### src/rtl/sec_lock_pkg.sv
package sec_lock_pkg;

    localparam int DEF_WORD_W        = 16;
    localparam int DEF_WORDS         = 16;
    localparam int DEF_ATTEMPT_LIMIT = 5;

    typedef enum logic [1:0] {
        CMD_NODATA = 2'b00,
        CMD_READ   = 2'b01,
        CMD_WRITE  = 2'b10,
        CMD_OTHER  = 2'b11
    } cmd_class_e;

    typedef enum logic {
        LVL_HIGH = 1'b0,
        LVL_MAX  = 1'b1
    } sec_level_e;

    typedef enum logic {
        SCOPE_WR   = 1'b0,
        SCOPE_RDWR = 1'b1
    } lock_scope_e;

    typedef struct packed {
        logic done;
        logic match;
        logic master;
    } pw_result_t;

    function automatic logic cmd_rejected(cmd_class_e cls, lock_scope_e scope, logic is_locked);
        return is_locked && ((cls == CMD_WRITE) || (cls == CMD_READ && scope == SCOPE_RDWR));
    endfunction

    function automatic logic master_may_unlock(sec_level_e lvl);
        return lvl == LVL_HIGH;
    endfunction

endpackage

### src/rtl/sec_pw_compare.sv
module sec_pw_compare
    import sec_lock_pkg::*;
#(
    parameter int WORD_W = DEF_WORD_W,
    parameter int WORDS  = DEF_WORDS
) (
    input  logic                     clk,
    input  logic                     rst,
    input  logic                     pw_valid,
    input  logic [WORD_W-1:0]        pw_word,
    input  logic                     pw_master,
    input  logic [WORD_W*WORDS-1:0]  user_pw,
    input  logic [WORD_W*WORDS-1:0]  master_pw,
    output pw_result_t               res
);
    localparam int IDX_W = (WORDS > 1) ? $clog2(WORDS) : 1;
    localparam logic [IDX_W-1:0] LAST_IDX = IDX_W'(WORDS - 1);

    logic [IDX_W-1:0]  idx;
    logic              mismatch;
    logic              sel_master;
    logic              first_beat;
    logic              last_beat;
    logic              cur_master;
    logic [WORD_W-1:0] exp_word;
    logic              word_bad;

    always_comb begin
        first_beat = (idx == '0);
        last_beat  = (idx == LAST_IDX);
        cur_master = first_beat ? pw_master : sel_master;
        exp_word   = cur_master ? master_pw[int'(idx)*WORD_W +: WORD_W]
                                : user_pw[int'(idx)*WORD_W +: WORD_W];
        word_bad   = (pw_word != exp_word);
        res.done   = pw_valid && last_beat;
        res.match  = !(mismatch || word_bad);
        res.master = cur_master;
    end

    always_ff @(posedge clk) begin
        if (rst) begin
            idx        <= '0;
            mismatch   <= 1'b0;
            sel_master <= 1'b0;
        end else if (pw_valid) begin
            if (first_beat) sel_master <= pw_master;
            if (last_beat) begin
                idx      <= '0;
                mismatch <= 1'b0;
            end else begin
                idx      <= idx + 1'b1;
                mismatch <= mismatch || word_bad;
            end
        end
    end

    // the beat index only advances on a beat
    a_r4_idx_holds: assert property (@(posedge clk) disable iff (rst)
        !pw_valid |=> $stable(idx));

endmodule

### src/rtl/sec_attempt_limiter.sv
module sec_attempt_limiter
    import sec_lock_pkg::*;
#(
    parameter int LIMIT = DEF_ATTEMPT_LIMIT
) (
    input  logic clk,
    input  logic rst,
    input  logic fail_evt,
    output logic blocked
);
    localparam int CNT_W = $clog2(LIMIT + 1);
    localparam logic [CNT_W-1:0] CNT_MAX = CNT_W'(LIMIT);

    logic [CNT_W-1:0] cnt;

    assign blocked = (cnt == CNT_MAX);

    always_ff @(posedge clk) begin
        if (rst)                      cnt <= '0;
        else if (fail_evt && !blocked) cnt <= cnt + 1'b1;
    end

    a_r7_lockout_sticky: assert property (@(posedge clk) disable iff (rst)
        blocked |=> blocked);

    a_r7_count_steps_by_one: assert property (@(posedge clk) disable iff (rst)
        !$stable(cnt) |-> (cnt == $past(cnt) + 1'b1));

endmodule

### src/rtl/sec_cmd_gate.sv
module sec_cmd_gate
    import sec_lock_pkg::*;
(
    input  logic       clk,
    input  logic       rst,
    input  logic       cmd_valid,
    input  logic [1:0] cmd_class,
    input  logic       scope,
    input  logic       is_locked,
    output logic       cmd_done,
    output logic       cmd_abort
);
    logic reject;

    assign reject = cmd_rejected(cmd_class_e'(cmd_class), lock_scope_e'(scope), is_locked);

    always_ff @(posedge clk) begin
        if (rst) begin
            cmd_done  <= 1'b0;
            cmd_abort <= 1'b0;
        end else begin
            cmd_done  <= cmd_valid;
            cmd_abort <= cmd_valid && reject;
        end
    end

    a_r2_nodata_passes: assert property (@(posedge clk) disable iff (rst)
        cmd_valid && (cmd_class == CMD_NODATA || cmd_class == CMD_OTHER) |=> !cmd_abort);

    a_r3_locked_write_aborts: assert property (@(posedge clk) disable iff (rst)
        cmd_valid && cmd_class == CMD_WRITE && is_locked |=> cmd_done && cmd_abort);

endmodule

### src/rtl/drive_sec_lock.sv
module drive_sec_lock
    import sec_lock_pkg::*;
#(
    parameter int WORD_W        = DEF_WORD_W,
    parameter int WORDS         = DEF_WORDS,
    parameter int ATTEMPT_LIMIT = DEF_ATTEMPT_LIMIT
) (
    input  logic                    clk,
    input  logic                    rst,
    input  logic                    cfg_sec_en,
    input  logic                    cfg_level,
    input  logic                    cfg_scope,
    input  logic [WORD_W*WORDS-1:0] user_pw,
    input  logic [WORD_W*WORDS-1:0] master_pw,
    input  logic                    pw_valid,
    input  logic [WORD_W-1:0]       pw_word,
    input  logic                    pw_master,
    input  logic                    erase_req,
    input  logic                    cmd_valid,
    input  logic [1:0]              cmd_class,
    output logic                    cmd_done,
    output logic                    cmd_abort,
    output logic                    locked,
    output logic                    unlock_ok,
    output logic                    unlock_fail,
    output logic                    erase_done,
    output logic                    attempts_blocked
);
    pw_result_t res;
    logic       grant;
    logic       fail_evt;

    sec_pw_compare #(.WORD_W(WORD_W), .WORDS(WORDS)) u_cmp (
        .clk       (clk),
        .rst       (rst),
        .pw_valid  (pw_valid),
        .pw_word   (pw_word),
        .pw_master (pw_master),
        .user_pw   (user_pw),
        .master_pw (master_pw),
        .res       (res)
    );

    sec_attempt_limiter #(.LIMIT(ATTEMPT_LIMIT)) u_lim (
        .clk      (clk),
        .rst      (rst),
        .fail_evt (fail_evt),
        .blocked  (attempts_blocked)
    );

    sec_cmd_gate u_gate (
        .clk       (clk),
        .rst       (rst),
        .cmd_valid (cmd_valid),
        .cmd_class (cmd_class),
        .scope     (cfg_scope),
        .is_locked (locked),
        .cmd_done  (cmd_done),
        .cmd_abort (cmd_abort)
    );

    always_comb begin
        grant = res.done && res.match && !attempts_blocked &&
                (!res.master || master_may_unlock(sec_level_e'(cfg_level)));
        fail_evt = res.done && !grant;
    end

    always_ff @(posedge clk) begin
        if (rst) begin
            locked      <= cfg_sec_en;
            unlock_ok   <= 1'b0;
            unlock_fail <= 1'b0;
            erase_done  <= 1'b0;
        end else begin
            unlock_ok   <= grant;
            unlock_fail <= fail_evt;
            erase_done  <= erase_req;
            if (grant || erase_req) locked <= 1'b0;
        end
    end

    a_r6_max_master_denied: assert property (@(posedge clk) disable iff (rst)
        res.done && res.master && cfg_level == LVL_MAX |=> !unlock_ok && unlock_fail);

    a_r7_no_unlock_when_blocked: assert property (@(posedge clk) disable iff (rst)
        attempts_blocked |=> !unlock_ok);

    a_r8_release_has_cause: assert property (@(posedge clk) disable iff (rst)
        $fell(locked) |-> unlock_ok || erase_done);

    a_r4_single_verdict: assert property (@(posedge clk) disable iff (rst)
        !(unlock_ok && unlock_fail));

endmodule

### config.mk
export PLATFORM = sky130hd
export DESIGN_NAME = drive_sec_lock
export DESIGN_NICKNAME = d
export VERILOG_FILES = /design/src/rtl/sec_lock_pkg.sv /design/src/rtl/sec_pw_compare.sv /design/src/rtl/sec_attempt_limiter.sv /design/src/rtl/sec_cmd_gate.sv /design/src/rtl/drive_sec_lock.sv
export SDC_FILE = /design/constraint.sdc
export NUM_CORES = 1
export LEC_CHECK = 0
export BUFFER_PORTS_ARGS = -buffer_cell sky130_fd_sc_hd__buf_4
export CAP_MARGIN = 20
export CORE_AREA = 10 10 207 209
export DETAILED_ROUTE_END_ITERATION = 10
export DIE_AREA = 0 0 217 219
export GPL_ROUTABILITY_DRIVEN = 0
export PLACE_DENSITY = 0.48
export SLEW_MARGIN = 20
export SYNTH_ARGS = -nofsm -noshare
export SYNTH_HDL_FRONTEND = slang
export SYNTH_HIERARCHICAL = 1
export SYNTH_SLANG_ARGS = --single-unit
### constraint.sdc
create_clock -name clk -period 6.2 [get_ports clk]
set_input_delay 1.24 -clock clk [delete_from_list [all_inputs] [get_ports clk]]
set_output_delay 1.24 -clock clk [all_outputs]
set_load 0.02 [all_outputs]
==> flow_summary_export.csv <==
group,metric,value,unit
status,status,"complete, no violations",
sta,timing.hold.ws,0.5376,ns
synthesis,ys_warn_count,6,
grt,grt_pass1_vias,9984,
clocking,cts_tree,"yes",
floorplan,rows,72,
synthesis,yosysUniqueCellTypes,87,
clocking,clock-sinks,15,
sta,max_freq,183.0,MHz
place,dp_hpwl,44470,microns
route,drt_first_pass_iters,5,
floorplan,io_pins,546,
final_layout,seq_area,321.6,sq um
sta,fin_crit_sh,0.8816,
synthesis,synth.avg_cell_area,7.110,sq um
clocking,postCtsHoldBufs,0,
route,drc,0,
grt,grt_max_degree,97,
grt,antenna_found_initial,8,
floorplan,initial_utilization,0.1499,
floorplan,die_x,217,microns
sta,hold_violations,0,
final_layout,drive_gt1_frac,0.5141,
clocking,post_cts_buffers,0,
worst_setup_path,worst-setup-path-type,"in2reg",
sta,skew,0.001684,ns
synthesis,ys_seq_area_frac,0.05368,
grt,gr-total-overflow,0,
worst_setup_path,crit_required,6.33,ns
sta,layout_min_cycle_time,5.466,ns
route,finalWirelength,52460,microns
synthesis,ys_seq_elements,15,
route,vias,9176,
place,place_area,0.01044,sq mm
route,vias_per_cell,5.006,
final_layout,post_layout_nonfiller_instances,1833,
synthesis,synth_nets,1356,
worst_setup_path,critPathSlowestCell,"mux4_2",
worst_setup_path,path_cells,"buf_4 > and4bb_2 > a21oi_4 > inv_6 > buf_12 > buf_4 > mux4_2 > nand2_1 > and3_1 > o21ai_0 > xor2_1 > nor3_2 > and3_1 > nor2b_4 > a21boi_0 > a21boi_4 > mux2_4",
worst_setup_path,cp-start-kind,"input port",
synthesis,synth_area,0.005781,sq mm
place,dpl_worst_slack,0.4943,ns
place,dpl.cell_count,1825,
min_path,hold_path_class,"reg2reg",
floorplan,coreArea,0.03856,sq mm
worst_setup_path,worstPathArrival,5.60,ns
sta,drv_slew,0,
sta,slew_headroom,0.3576,
final_layout,multi_input_area,0.005045,sq mm
final_layout,stdcell_area,0.01053,sq mm
worst_setup_path,end_kind,"flip-flop",
sta,rsz0062_at_grt,"no",
clocking,cts_buffer_depth,2,
grt,grt_pass1_wl,71840,microns
job,maxCapViolations,0,
clocking,cts_root_buf,"clkbuf_16",
route,routedWlPerCell,28.62,microns
final_layout,area_delta_synth_final,82.21,%
worst_setup_path,cpPeakStageDelay,0.51,ns
sta,finalSetupTns,0,ns
final_layout,nets,1855,
route,drt_iter0_drc,601,
power_and_ir_drop,pwr_density_cell,114.3,mW/mm^2
route,antenna_left,0,
power_and_ir_drop,p_leak,4.675,nW
final_layout,fillers,4316,
floorplan,die_area,0.04752,sq mm
worst_setup_path,critPathMaxFanout,53,
clocking,numCtsBuffers,3,
place,portBuffers,545,
sta,worst-slew-pin-transition,0.9502,ns
clocking,insertion_delay,0.24,ns
synthesis,synth-async-reset-ratio,0,
synthesis,synthCells,813,
sta,setup_ws,0.7343,ns
power_and_ir_drop,peakVddDrop,0.09065,mV
sta,finalSetupViolations,0,
floorplan,die_h,219,microns
synthesis,ys.flop_type,"dfxtp_1",
synthesis,synth_edf_count,1,
clocking,h-tree-depth,1,
clocking,cts_resized,0,
clocking,clk_pin_slew,0.05,ns
grt,grt_util_all_layers,0.2054,
==> layout make-up <==
class | count | area share
flip-flops and latches | 15 | 0.03053
clock buffers | 4 | 0.007484
repair buffers | 581 | 0.4165
multi-input cells | 701 | 0.4790
diodes | 4 | 0.0009503
well taps | 518 | 0.06153
inverters | 10 | 0.004039
==> sequential cells by signal, indices dropped and copies added, names as in the netlist <==
signal	cells
u_cmp/mismatch	1
locked	1
u_lim/cnt	3
u_cmp/idx	4
unlock_fail	1
erase_done	1
u_gate/cmd_abort	1
u_gate/cmd_done	1
unlock_ok	1
u_cmp/sel_master	1
==> per-layer routing <==
layer  GRT usage  part of all wire  vias to the layer above
met3     0.06066             0.096                       57
met5           0           0.00061                        -
li1            -                 -                     4199
met1      0.2350              0.38                     4391
met4     0.05803             0.027                        4
met2      0.3632              0.49                      525
==> worst paths after layout <==
check                                 to                       from  slack, ns  cells after the start
min reg2reg  u_gate/cmd_abort$_SDFF_PP0_       locked$_SDFFCE_PN0P_       0.54                      1
min          u_gate/cmd_abort$_SDFF_PP0_       locked$_SDFFCE_PN0P_       0.54                      1
max            u_lim/cnt[0]$_SDFFE_PP0P_                  pw_master       0.73                     17
max reg2reg    u_lim/cnt[0]$_SDFFE_PP0P_  u_cmp/idx[1]$_SDFFE_PP0P_       0.74                     18
==> per-stage QoR <==
stage	util	power, mW
floorplan	-	0.5816
global placement	0.2709	1.078
detailed placement	0.2709	1.084
CTS	0.2729	1.213
global route	0.2732	1.280
finish	0.2732	1.204
==> placed cells by master, fill, tap and decap left out, drive strengths merged, types with 5 or more instances in the layout <==
cell type and instances:
o2111ai 8, nor2 44, xnor2 5, mux2i 61, or3 12, nor2b 10
o211a 9, or3b 6, a41oi 5, xor2 9, a22oi 12, o221ai 20
nor3b 5, nand2 114, a32oi 11, inv 10, mux2 48, o21ai 29
a21oi 32, nand3 32, a221oi 8, and3 10, a31oi 20, nor4 9
a2111oi 6, dfxtp 14, o22ai 44, nand2b 5, nor3 11, a2bb2oi 6
mux4 8, a211oi 19, buf 581, o211ai 15
==> worst max-delay path: cells and delay by family <==
kind	cells	cell delay, ns
simple gates	6	1.26
buf+inv	4	1.04
mux	2	0.81
xor+xnor	1	0.24
compound gates	4	0.85
==> synth_stat cells, types with 4 or more instances <==
cell	n	area share
o22ai_1	44	0.048
o21ai_0	27	0.023
xnor2_1	5	0.0076
mux2_2	45	0.088
or3_1	12	0.013
buf_2	21	0.018
inv_1	9	0.0058
a32oi_1	11	0.017
nor4_1	9	0.0097
and3_1	10	0.011
clkbuf_1	43	0.028
o221ai_1	20	0.030
nand2b_1	5	0.0054
and3b_1	4	0.0061
a22oi_1	12	0.016
o211a_1	9	0.016
nand3_1	32	0.028
xor2_1	9	0.014
mux4_2	8	0.031
mux2i_1	61	0.11
a31oi_1	20	0.022
a221oi_1	7	0.011
buf_6	7	0.014
o2111ai_1	8	0.012
a21oi_1	31	0.027
nor3b_1	4	0.0052
dfxtp_1	14	0.048
o211ai_1	15	0.019
nor3_1	9	0.0078
a211oi_1	19	0.025
ha_1	4	0.0087
a2111oi_0	6	0.0091
nor2b_1	9	0.0097
a2bb2oi_1	6	0.0091
or3b_2	5	0.0076
buf_1	15	0.0097
nand2_1	114	0.074
nand4_1	4	0.0043
nor2_1	44	0.029
==> where the power goes <==
part	leakage (nW)	switching [mW]	total [mW]	internal, mW
logic	4.51	0.491	0.967	0.476
clock network	0.0382	0.0374	0.124	0.0869
registers	0.128	0.0110	0.113	0.102
==> logic make-up (layout without fill, tap and decap cells) <==
| family | Yosys count | in the layout | share of synthesized area |
|---|---|---|---|
| and+or+nand+nor | 288 | 288 | 0.2528 |
| AOI/OAI and AO/OA | 278 | 278 | 0.3548 |
| muxes | 117 | 117 | 0.2316 |
| buffers and inverters | 97 | 595 | 0.07727 |
| DFF | 15 | 15 | 0.05368 |
| xor gates and xnor gates | 14 | 14 | 0.02121 |
| adders and majority gates | 4 | 4 | 0.008658 |
| other | 0 | 4 | 0 |
No activity file was read; power rests on OpenSTA's default activity.
